### config.mk
export PLATFORM = sky130hd
export DESIGN_NAME = tlc_decoder
export DESIGN_NICKNAME = d
export VERILOG_FILES = /design/src/rtl/tlc_dec_pkg.sv /design/src/rtl/tlc_sym_classify.sv /design/src/rtl/tlc_pol_tracker.sv /design/src/rtl/tlc_delay_line.sv /design/src/rtl/tlc_decoder.sv
export SDC_FILE = /design/constraint.sdc
export NUM_CORES = 1
export LEC_CHECK = 0
export BUFFER_PORTS_ARGS = -buffer_cell sky130_fd_sc_hd__buf_2
export CAP_MARGIN = 20
export CORE_UTILIZATION = 30
export CTS_CLUSTER_DIAMETER = 100
export CTS_CLUSTER_SIZE = 20
export DETAILED_ROUTE_END_ITERATION = 8
export REMOVE_ABC_BUFFERS = 1
export SLEW_MARGIN = 5
export SYNTH_ARGS = -nofsm -noshare
export SYNTH_HDL_FRONTEND = slang
export SYNTH_HIERARCHICAL = 1
export SYNTH_SLANG_ARGS = --single-unit
### constraint.sdc
create_clock -name clk -period 2.08 [get_ports clk]
set_input_delay 0.416 -clock clk [delete_from_list [all_inputs] [get_ports clk]]
set_output_delay 0.416 -clock clk [all_outputs]
set_load 0.1 [all_outputs]
### src/rtl/tlc_dec_pkg.sv
`timescale 1ns/1ps
// Package: shared types and constants for the ternary line code decoder.
// Assumes: a violation always refers back exactly three symbol slots.
package tlc_dec_pkg;

    typedef enum logic {
        POL_NEG = 1'b0,
        POL_POS = 1'b1
    } pol_e;

    // Distance, in accepted symbols, from a violation back to its balancing pulse.
    localparam int CANCEL_BACK = 3;

endpackage

### src/rtl/tlc_sym_classify.sv
`timescale 1ns/1ps
// Module: tlc_sym_classify
// Classifies one line sample into legal / pulse / polarity.
// Assumes: purely combinational; sample validity (enable) is handled by the caller.
module tlc_sym_classify
    import tlc_dec_pkg::*;
(
    input  logic in_n,
    input  logic in_z,
    input  logic in_p,
    output logic legal,
    output logic pulse,
    output pol_e pol
);

    // Decide legality and pulse polarity of the current sample.
    always_comb begin
        legal = (in_n & ~in_z & ~in_p) | (~in_n & in_z & ~in_p) | (~in_n & ~in_z & in_p);
        pulse = legal & (in_n | in_p);
        pol   = in_p ? POL_POS : POL_NEG;
    end

endmodule

### src/rtl/tlc_pol_tracker.sv
`timescale 1ns/1ps
// Module: tlc_pol_tracker
// Remembers the polarity of the last legal pulse and flags a repeat of it.
// Assumes: pulse is already qualified as legal; reset polarity is negative,
// matching the encoder, so the first positive pulse is not a violation.
module tlc_pol_tracker
    import tlc_dec_pkg::*;
(
    input  logic clk,
    input  logic rst_n,
    input  logic en,
    input  logic pulse,
    input  pol_e pol,
    output logic viol
);

    pol_e last_q;

    // Compare the incoming pulse against the remembered polarity.
    always_comb begin
        viol = pulse & (pol == last_q);
    end

    // Record the polarity of every accepted pulse (a violation repeats it anyway).
    always_ff @(posedge clk) begin
        if (!rst_n) begin
            last_q <= POL_NEG;
        end else if (en && pulse) begin
            last_q <= pol;
        end
    end

endmodule

### src/rtl/tlc_delay_line.sv
`timescale 1ns/1ps
// Module: tlc_delay_line
// Shift register of decoded bits with a valid pipeline. A cancel request
// clears the bit that was accepted CANCEL_BACK enables earlier as it moves on.
// Assumes: LAT > CANCEL_BACK so the cancelled bit has not yet been emitted.
module tlc_delay_line
    import tlc_dec_pkg::*;
#(
    parameter int LAT = 4
) (
    input  logic clk,
    input  logic rst_n,
    input  logic en,
    input  logic din,
    input  logic cancel,
    output logic dout,
    output logic stb
);

    logic data_q [LAT];
    logic vld_q  [LAT];
    logic stb_q;

    if (LAT < CANCEL_BACK + 1) begin : g_bad_lat
        $error("tlc_delay_line: LAT must exceed CANCEL_BACK");
    end

    // Load the newest decoded bit into the head slot.
    always_ff @(posedge clk) begin
        if (!rst_n) begin
            data_q[0] <= 1'b0;
            vld_q[0]  <= 1'b0;
        end else if (en) begin
            data_q[0] <= din;
            vld_q[0]  <= 1'b1;
        end
    end

    for (genvar g = 1; g < LAT; g++) begin : g_stage
        if (g == CANCEL_BACK) begin : g_cancel
            // Advance one slot, clearing the bit a violation refers back to.
            always_ff @(posedge clk) begin
                if (!rst_n) begin
                    data_q[g] <= 1'b0;
                    vld_q[g]  <= 1'b0;
                end else if (en) begin
                    data_q[g] <= data_q[g-1] & ~cancel;
                    vld_q[g]  <= vld_q[g-1];
                end
            end
        end else begin : g_plain
            // Advance one slot unchanged.
            always_ff @(posedge clk) begin
                if (!rst_n) begin
                    data_q[g] <= 1'b0;
                    vld_q[g]  <= 1'b0;
                end else if (en) begin
                    data_q[g] <= data_q[g-1];
                    vld_q[g]  <= vld_q[g-1];
                end
            end
        end
    end

    // Strobe the output when a valid bit reaches the last slot.
    always_ff @(posedge clk) begin
        if (!rst_n) begin
            stb_q <= 1'b0;
        end else begin
            stb_q <= en & vld_q[LAT-2];
        end
    end

    assign dout = data_q[LAT-1];
    assign stb  = stb_q;

endmodule

### src/rtl/tlc_decoder.sv
`timescale 1ns/1ps
// Module: tlc_decoder (top)
// Rebuilds the binary stream from one-hot three-level line strobes, undoing
// four-zero substitutions by detecting polarity violations.
// Assumes: the stream comes from the matching encoder; non-one-hot samples
// are flagged and decoded as 0. Latency is LAT enabled cycles.
module tlc_decoder
    import tlc_dec_pkg::*;
#(
    parameter int LAT = 4
) (
    input  logic clk,
    input  logic rst_n,
    input  logic sym_en,
    input  logic sym_n,
    input  logic sym_z,
    input  logic sym_p,
    output logic bit_out,
    output logic bit_stb,
    output logic code_err
);

    logic sym_legal;
    logic sym_pulse;
    pol_e sym_pol;
    logic pol_viol;
    logic dec_bit;
    logic err_q;

    tlc_sym_classify u_classify (
        .in_n  (sym_n),
        .in_z  (sym_z),
        .in_p  (sym_p),
        .legal (sym_legal),
        .pulse (sym_pulse),
        .pol   (sym_pol)
    );

    tlc_pol_tracker u_tracker (
        .clk   (clk),
        .rst_n (rst_n),
        .en    (sym_en),
        .pulse (sym_pulse),
        .pol   (sym_pol),
        .viol  (pol_viol)
    );

    // A pulse counts as a 1 only when it alternates.
    always_comb begin
        dec_bit = sym_pulse & ~pol_viol;
    end

    tlc_delay_line #(.LAT(LAT)) u_line (
        .clk    (clk),
        .rst_n  (rst_n),
        .en     (sym_en),
        .din    (dec_bit),
        .cancel (pol_viol),
        .dout   (bit_out),
        .stb    (bit_stb)
    );

    // Flag a non-one-hot enabled sample for one cycle.
    always_ff @(posedge clk) begin
        if (!rst_n) begin
            err_q <= 1'b0;
        end else begin
            err_q <= sym_en & ~sym_legal;
        end
    end

    assign code_err = err_q;

endmodule

Word-level counts from Yosys, hierarchy flattened
Memory sizes are Yosys's and may differ from the RTL's.
Cells that the tools add are included.
{"block": "op_classes", "eq_ne": 1, "mux": 13, "bitwise": 28, "n_reduce_logical": 1}
{"operator": "2-to-1 mux 1 bit", "count": 13}
{"operator": "AND 1 bit", "count": 12}
{"operator": "OR 1 bit", "count": 11}
{"operator": "NOT 1 bit", "count": 5}
{"operator": "equality test 1 bit", "count": 1}
{"operator": "logical AND 1 bit", "count": 1}
{"block": "word_totals", "reg_bits": 3, "ram_bits": 8, "in_bits": 6, "output_inout_bits": 3, "n_memories": 2}
{"name": "u_line.data_q", "words": 4, "word_bits": 1, "rd": 4, "rd_ports_with_merged_regs": 0, "write_ports": 4, "line_no": "tlc_delay_line.sv:20", "rtl": "logic data_q [LAT];"}
{"name": "u_line.vld_q", "words": 4, "word_bits": 1, "rd": 3, "rd_ports_with_merged_regs": 0, "write_ports": 4, "line_no": "tlc_delay_line.sv:21", "rtl": "logic vld_q [LAT];"}

Longest topological paths before layout
Gate-level depths: netlist of run 1.
{"block": "logic_depth", "word_depth": 10, "ltp_mapped": 5, "depth_no_buf": 5}

Cells and area by module
Netlist of run 1, hierarchy kept.
{"mod": "tlc_delay_line", "instances": 1, "cells_per_inst": 20, "area_per_inst_um2": 310.3, "seq_area_each_um2": 210.2}
{"mod": "tlc_pol_tracker", "instances": 1, "cells_per_inst": 7, "area_per_inst_um2": 56.3, "seq_area_each_um2": 20.0}
{"mod": "tlc_decoder", "instances": 1, "cells_per_inst": 3, "area_per_inst_um2": 35.0, "seq_area_each_um2": 20.0}
{"mod": "tlc_sym_classify", "instances": 1, "cells_per_inst": 5, "area_per_inst_um2": 32.5, "seq_area_each_um2": 0.0}

Worst setup path before layout of run 1
Ideal clock, no wire load.
{"block": "synth_path", "path_kind": "flip-flop to output port", "start": "reg u_line.stb_q (netlist: u_line/stb)", "end": "out bit_stb", "arrival_time_ns": 0.909, "required_ns": 1.664, "setup_slack_ns": 0.755, "path_stages_with_launch": 1, "path_buffers": 0, "cell_sequence": "dfxtp_1"}
{"element": "start: declaration", "line_no": "tlc_delay_line.sv:22", "rtl": "logic stb_q;"}
{"element": "start signal: assignment", "line_no": "tlc_delay_line.sv:70", "rtl": "stb_q <= en & vld_q[LAT-2];"}
{"element": "end: declaration", "line_no": "tlc_decoder.sv:19", "rtl": "output logic bit_stb,"}
No word-level cell between the ends.

==> flow_summary.ini, run 1 <==
[finish]
final_area_um2 = 510.5
fillers = 137
final_common_cell = buf_2
final_layout_size_suffix_gt1_share_pct = 40.00
mostFrequentLayoutCells = 8 x buf_2, 5 x dfxtp_1, 5 x edfxtp_1
layout.cells.non_filler = 60
fin_nets = 52
fin_util_pct = 38.75
synthToLayoutAreaGrowth_pct = 17.58
antennaDiodeCount = 0

[sta]
maxSlewViolCount = 0
fmax_mhz = 707.5
setup_tns_ns = 0
min_period_over_period_pct = 67.95
layout_setup_ws_ns = 0.6666
rsz0062_at_grt = no
finalClockSkew_ns = 0.001319
tightest_slew_ns = 0.4843
hold_slack_ns = 0.4518
period_minus_slack_ns = 1.413
setup_viol_count_final = 0
final-hold-violation-count = 0
max_slew_margin_pct = 67.93

[power]
powerDensity_nw_per_um2 = 882.8
vdd.ir_drop.worst_mv = 0.3767
total_power_uw = 450.7
leakagePower_nw = 0.2370

[drt]
wire_per_inst_um = 11.07
wirelength_um = 664
drtAntennaViolNets = 0
num_vias = 271
drt-pass1-iter-count = 2
drc = 0
vias_per_cell = 4.517
first_iter_violations = 2

[floorplanning]
die_y_um = 40.04
io_pins = 9
core.rowCount = 13
core_um2 = 1318
die-area_um2 = 1603
start_util_pct = 32.95
die_width_um = 40.04

[global_routing]
grt_pass1_vias = 250
grt_pass1_wl_um = 1021
grt_start_max_net_pins = 12
antenna_found_initial = 0
track_usage_pct = 11.05
grt-ovfl-total = 0

[worst_setup_path]
cp-startpoint = u_line/data_q[3]$_DFFE_PP_
critPathBufInv = 1
cp_slowest_cell = buf_2
required_ns = 1.66
path_delay_family = buffers and inverters
start_kind = flip-flop
critPathCaptureType = primary output
reg2reg_from = u_tracker/last_q$_SDFFE_PN0P_
critPathMaxStageDelay_ns = 0.42
crit_fanout = 1
critical_path_class = flip-flop to primary output
arrival_ns = 1.00
path_cells = buf_2

[cts]
cts_sinks = 10
post_cts_resized = 0
cts.clk_slew.worst_paths_ns = 0.07
root_buffer = clkbuf_4
clk_latency_ns = 0.26
cts_tree = yes
cts-hold-fix-buffers = 0
cts_max_level = 1
cts_setup_buffers = 0
cts_buffer_depth = 2
cts_inserted_buffers = 3

[outcome]
status = finished, final reports clean

[synth]
yosys.cell_types.count = 16
ys_seq_area_share_pct = 57.64
synthCells = 35
synth_area_um2 = 434.2
synth-seq-cells = 10
ys_warn_count = 6
synth.avg_cell_area_um2 = 12.40

[place]
dp_worst_setup_slack_ns = 0.6117
dpl_cell_area_um2 = 474.2
dpl.cell_count = 56
gp_congestion = 0.6597
dp_hpwl_um = 435.6
portBuffers = 8

[worst_hold_path]
hold_class = primary input to flip-flop
hold_start = sym_p

[flow_run]
drv_cap = 0
==> where the power goes <==
group          internal, mW  leakage (nW)  switching [mW]
combinational        0.0190         0.121          0.0352
clock                 0.106        0.0210          0.0689
sequential            0.218        0.0955         0.00330
==> cell type report <==
cell class              count  area (um^2)  area share (%)
clock buffers               4        36.28           7.108
flip-flops and latches     10        250.2           49.02
repair buffers              8        40.04           7.843
multi-input cells          23        165.2           32.35
well taps                  15        18.77           3.676
==> flip-flops by register name, indices dropped and copies added, names as in the netlist <==
signal            flops
code_err              1
u_line/data_q         4
u_line/stb            1
u_line/vld_q          3
u_tracker/last_q      1
==> synthesized netlist by cell type <==
| cell type | count | area share, % |
|---|---|---|
| buf_4 | 1 | 1.7 |
| nand2b_1 | 1 | 1.4 |
| or2b_2 | 1 | 2.0 |
| buf_6 | 1 | 2.6 |
| nand2_1 | 3 | 2.6 |
| and3_2 | 4 | 6.9 |
| and2_1 | 1 | 1.4 |
| nor2b_1 | 3 | 4.3 |
| nor2_1 | 1 | 0.86 |
| and3b_1 | 2 | 4.0 |
| xnor2_1 | 2 | 4.0 |
| edfxtp_1 | 5 | 35 |
| o22ai_1 | 1 | 1.4 |
| mux2i_1 | 3 | 6.9 |
| and2_4 | 1 | 2.0 |
| dfxtp_1 | 5 | 23 |
==> worst paths after layout <==
path | endpoint | slack (ns) | cells after the start
hold reg to reg | u_tracker/last_q$_SDFFE_PN0P_ | 0.49 | 2
setup reg to reg | u_line/data_q[0]$_DFFE_PP_ | 1.00 | 4
hold / removal | u_tracker/last_q$_SDFFE_PN0P_ | 0.45 | 3
setup / recovery | bit_out | 0.67 | 1
==> logic make-up (layout without fill, tap and decap cells) <==
logic type / after synthesis / count (layout) / share of synthesized area [%]
AND/OR/NAND/NOR: 17 / 17 / 25.65
flip-flops: 10 / 10 / 57.64
multiplexers: 3 / 3 / 6.917
XOR/XNOR: 2 / 2 / 4.035
buffers and inverters: 2 / 12 / 4.323
AO/OA/AOI/OAI: 1 / 1 / 1.442
==> routing by layer <==
layer  global-route usage [%]  vias to the layer above  wire length [um]
li1                         -                      141                 -
met1                    10.62                      120               298
met2                    17.34                       10               315
met3                    8.333                        0                50
met4                    5.172                        0                 0
met5                        0                        -                 0
Power figures use the tool's default switching activity.
==> run 2, diff against run 1 <==
- clock period: 2.08 -> 1.33 ns (I/O delays scaled with it)
==> run 2 against run 1 <==
  * Register-to-register slack worse by 0.75 ns
  * Design area is 0.49% lower
  * Clock power rose by 20%
  * Utilization shrank 0.19 points
  * Setup slack got worse by 0.60 ns
  * Flip-flop and latch count unchanged
  * Clock skew rose by 0.00060 ns
  * Via count increased by 2.2%
  * First-iteration DRC count shrank 100%
  * Count of clock-buffer cells in the layout unchanged
  * Cell count rose by 1.7%
  * Non-clock buffer count grew 1
==> flow_summary.ini, run 2 (same netlist as run 1, synthesis figures left out) <==
[global_routing]
grt_pass1_wl_um = 959
grt_pass1_vias = 238
track_usage_pct = 10.47
antenna_found_initial = 0
grt-ovfl-total = 0
grt_start_max_net_pins = 12

[worst_setup_path]
path_delay_family = buffers and inverters
required_ns = 1.06
critPathCaptureType = primary output
reg2reg_from = u_tracker/last_q$_SDFFE_PN0P_
start_kind = flip-flop
critPathMaxStageDelay_ns = 0.42
worst-r2r-cell-count = 4
critical_path_class = flip-flop to primary output
crit_fanout = 1
path_cells = buf_2
reg2reg_to = u_line/data_q[0]$_DFFE_PP_
rrSetupSlack_ns = 0.25
critPathBufInv = 1
arrival_ns = 1.00
cp_slowest_cell = buf_2

[drt]
wirelength_um = 610
wire_per_inst_um = 10.00
first_iter_violations = 0
drt-pass1-iter-count = 1
drtAntennaViolNets = 0
num_vias = 277
drc = 0
vias_per_cell = 4.541

[cts]
cts.clk_slew.worst_paths_ns = 0.06
cts_buffer_depth = 2
cts_max_level = 1
root_buffer = clkbuf_4
clk_latency_ns = 0.25
cts_tree = yes
post_cts_resized = 0
cts_setup_buffers = 0
cts-hold-fix-buffers = 0
cts_sinks = 10
cts_inserted_buffers = 3

[sta]
setup_viol_count_final = 0
tightest_slew_ns = 0.4818
final-hold-violation-count = 0
rsz0062_at_grt = no
period_minus_slack_ns = 1.267
max_slew_margin_pct = 68.10
min_period_over_period_pct = 95.30
setup_tns_ns = 0
maxSlewViolCount = 0
finalClockSkew_ns = 0.001920
layout_setup_ws_ns = 0.06252
fmax_mhz = 789.0

[flow_run]
drv_cap = 0

[place]
dp_worst_setup_slack_ns = 0.02581
portBuffers = 8
gp_congestion = 0.6182
dp_hpwl_um = 446.4

[finish]
reg_top3 = u_line/data_q x4, u_line/vld_q x3
synthToLayoutAreaGrowth_pct = 17.00
mostFrequentLayoutCells = 8 x buf_2, 5 x dfxtp_1, 5 x edfxtp_1
final_layout_size_suffix_gt1_share_pct = 39.13
largest_reg_flops = 4
final_common_cell = buf_2
top_register = u_line/data_q
antennaDiodeCount = 0
fin_nets = 53

[floorplanning]
start_util_pct = 32.95
die_width_um = 40.04
io_pins = 9
core_um2 = 1318
die_y_um = 40.04
die-area_um2 = 1603
core.rowCount = 13

[worst_hold_path]
hold_depth = 3
hold_path_end = u_tracker/last_q$_SDFFE_PN0P_
hold_class = primary input to flip-flop
hold_start = rst_n

[power]
leakagePower_nw = 0.2358
vdd.ir_drop.worst_mv = 0.3792
powerDensity_nw_per_um2 = 1266

[outcome]
status = finished, final reports clean
run 2: cell count changes in the layout (fill, tap and decap cells not counted), sizes merged:
cell  change
buf       +1
run 2: worst max-delay path by stage:
stage	from	end	slack [ns]	cells after the start
final	u_line/data_q[3]$_DFFE_PP_	bit_out	0.06	1
after global routing	u_line/data_q[3]$_DFFE_PP_	bit_out	0.03	1
after CTS	u_line/data_q[3]$_DFFE_PP_	bit_out	0.05	1
after detailed placement	sym_p	u_line/data_q[0]$_DFFE_PP_	0.03	6
after global placement	sym_p	u_line/data_q[0]$_DFFE_PP_	0.03	6
after floorplan	u_line/stb$_SDFF_PN0_	bit_stb	0.16	0
run 2: layout make-up:
| class | instances | area, um^2 |
|---|---|---|
| Sequential cell | 10 | 250.2 |
| Timing Repair Buffer | 9 | 47.55 |
| Clock buffer | 4 | 26.28 |
| Multi-Input combinational cell | 23 | 165.2 |
| Tap cell | 15 | 18.77 |
| Fill cell | 137 | 809.5 |
run 2: per-layer routing:
| layer | vias up | GRT usage [%] | part of all wire (%) |
|---|---|---|---|
| li1 | 142 | - | - |
| met1 | 127 | 11.64 | 47 |
| met2 | 8 | 14.11 | 47 |
| met3 | 0 | 6.667 | 6.4 |
| met4 | 0 | 7.759 | 0 |
| met5 | - | 0 | 0 |
run 2: metrics by stage:
stage | power (mW) | cell area, um^2 | hold WS, ns | std cells | util [%]
final | 0.6431 | 508.0 | 0.3440 | 61 | 38.56
after global routing | 0.6818 | 508.0 | 0.3417 | 61 | 38.56
after CTS | 0.6515 | 508.0 | 0.3422 | 61 | 38.56
after detailed placement | 0.4408 | 481.7 | 0.4793 | 57 | 36.56
after global placement | 0.4389 | 481.7 | 0.4691 | 57 | 36.56
after floorplan | 0.4122 | 415.4 | 0.3942 | 33 | -
run 2: report_power, final:
| part | leakage (nW) | internal (mW) | switching (mW) |
|---|---|---|---|
| sequential | 0.0955 | 0.341 | 0.00496 |
| combinational | 0.125 | 0.0316 | 0.0554 |
| clock | 0.0150 | 0.116 | 0.0946 |
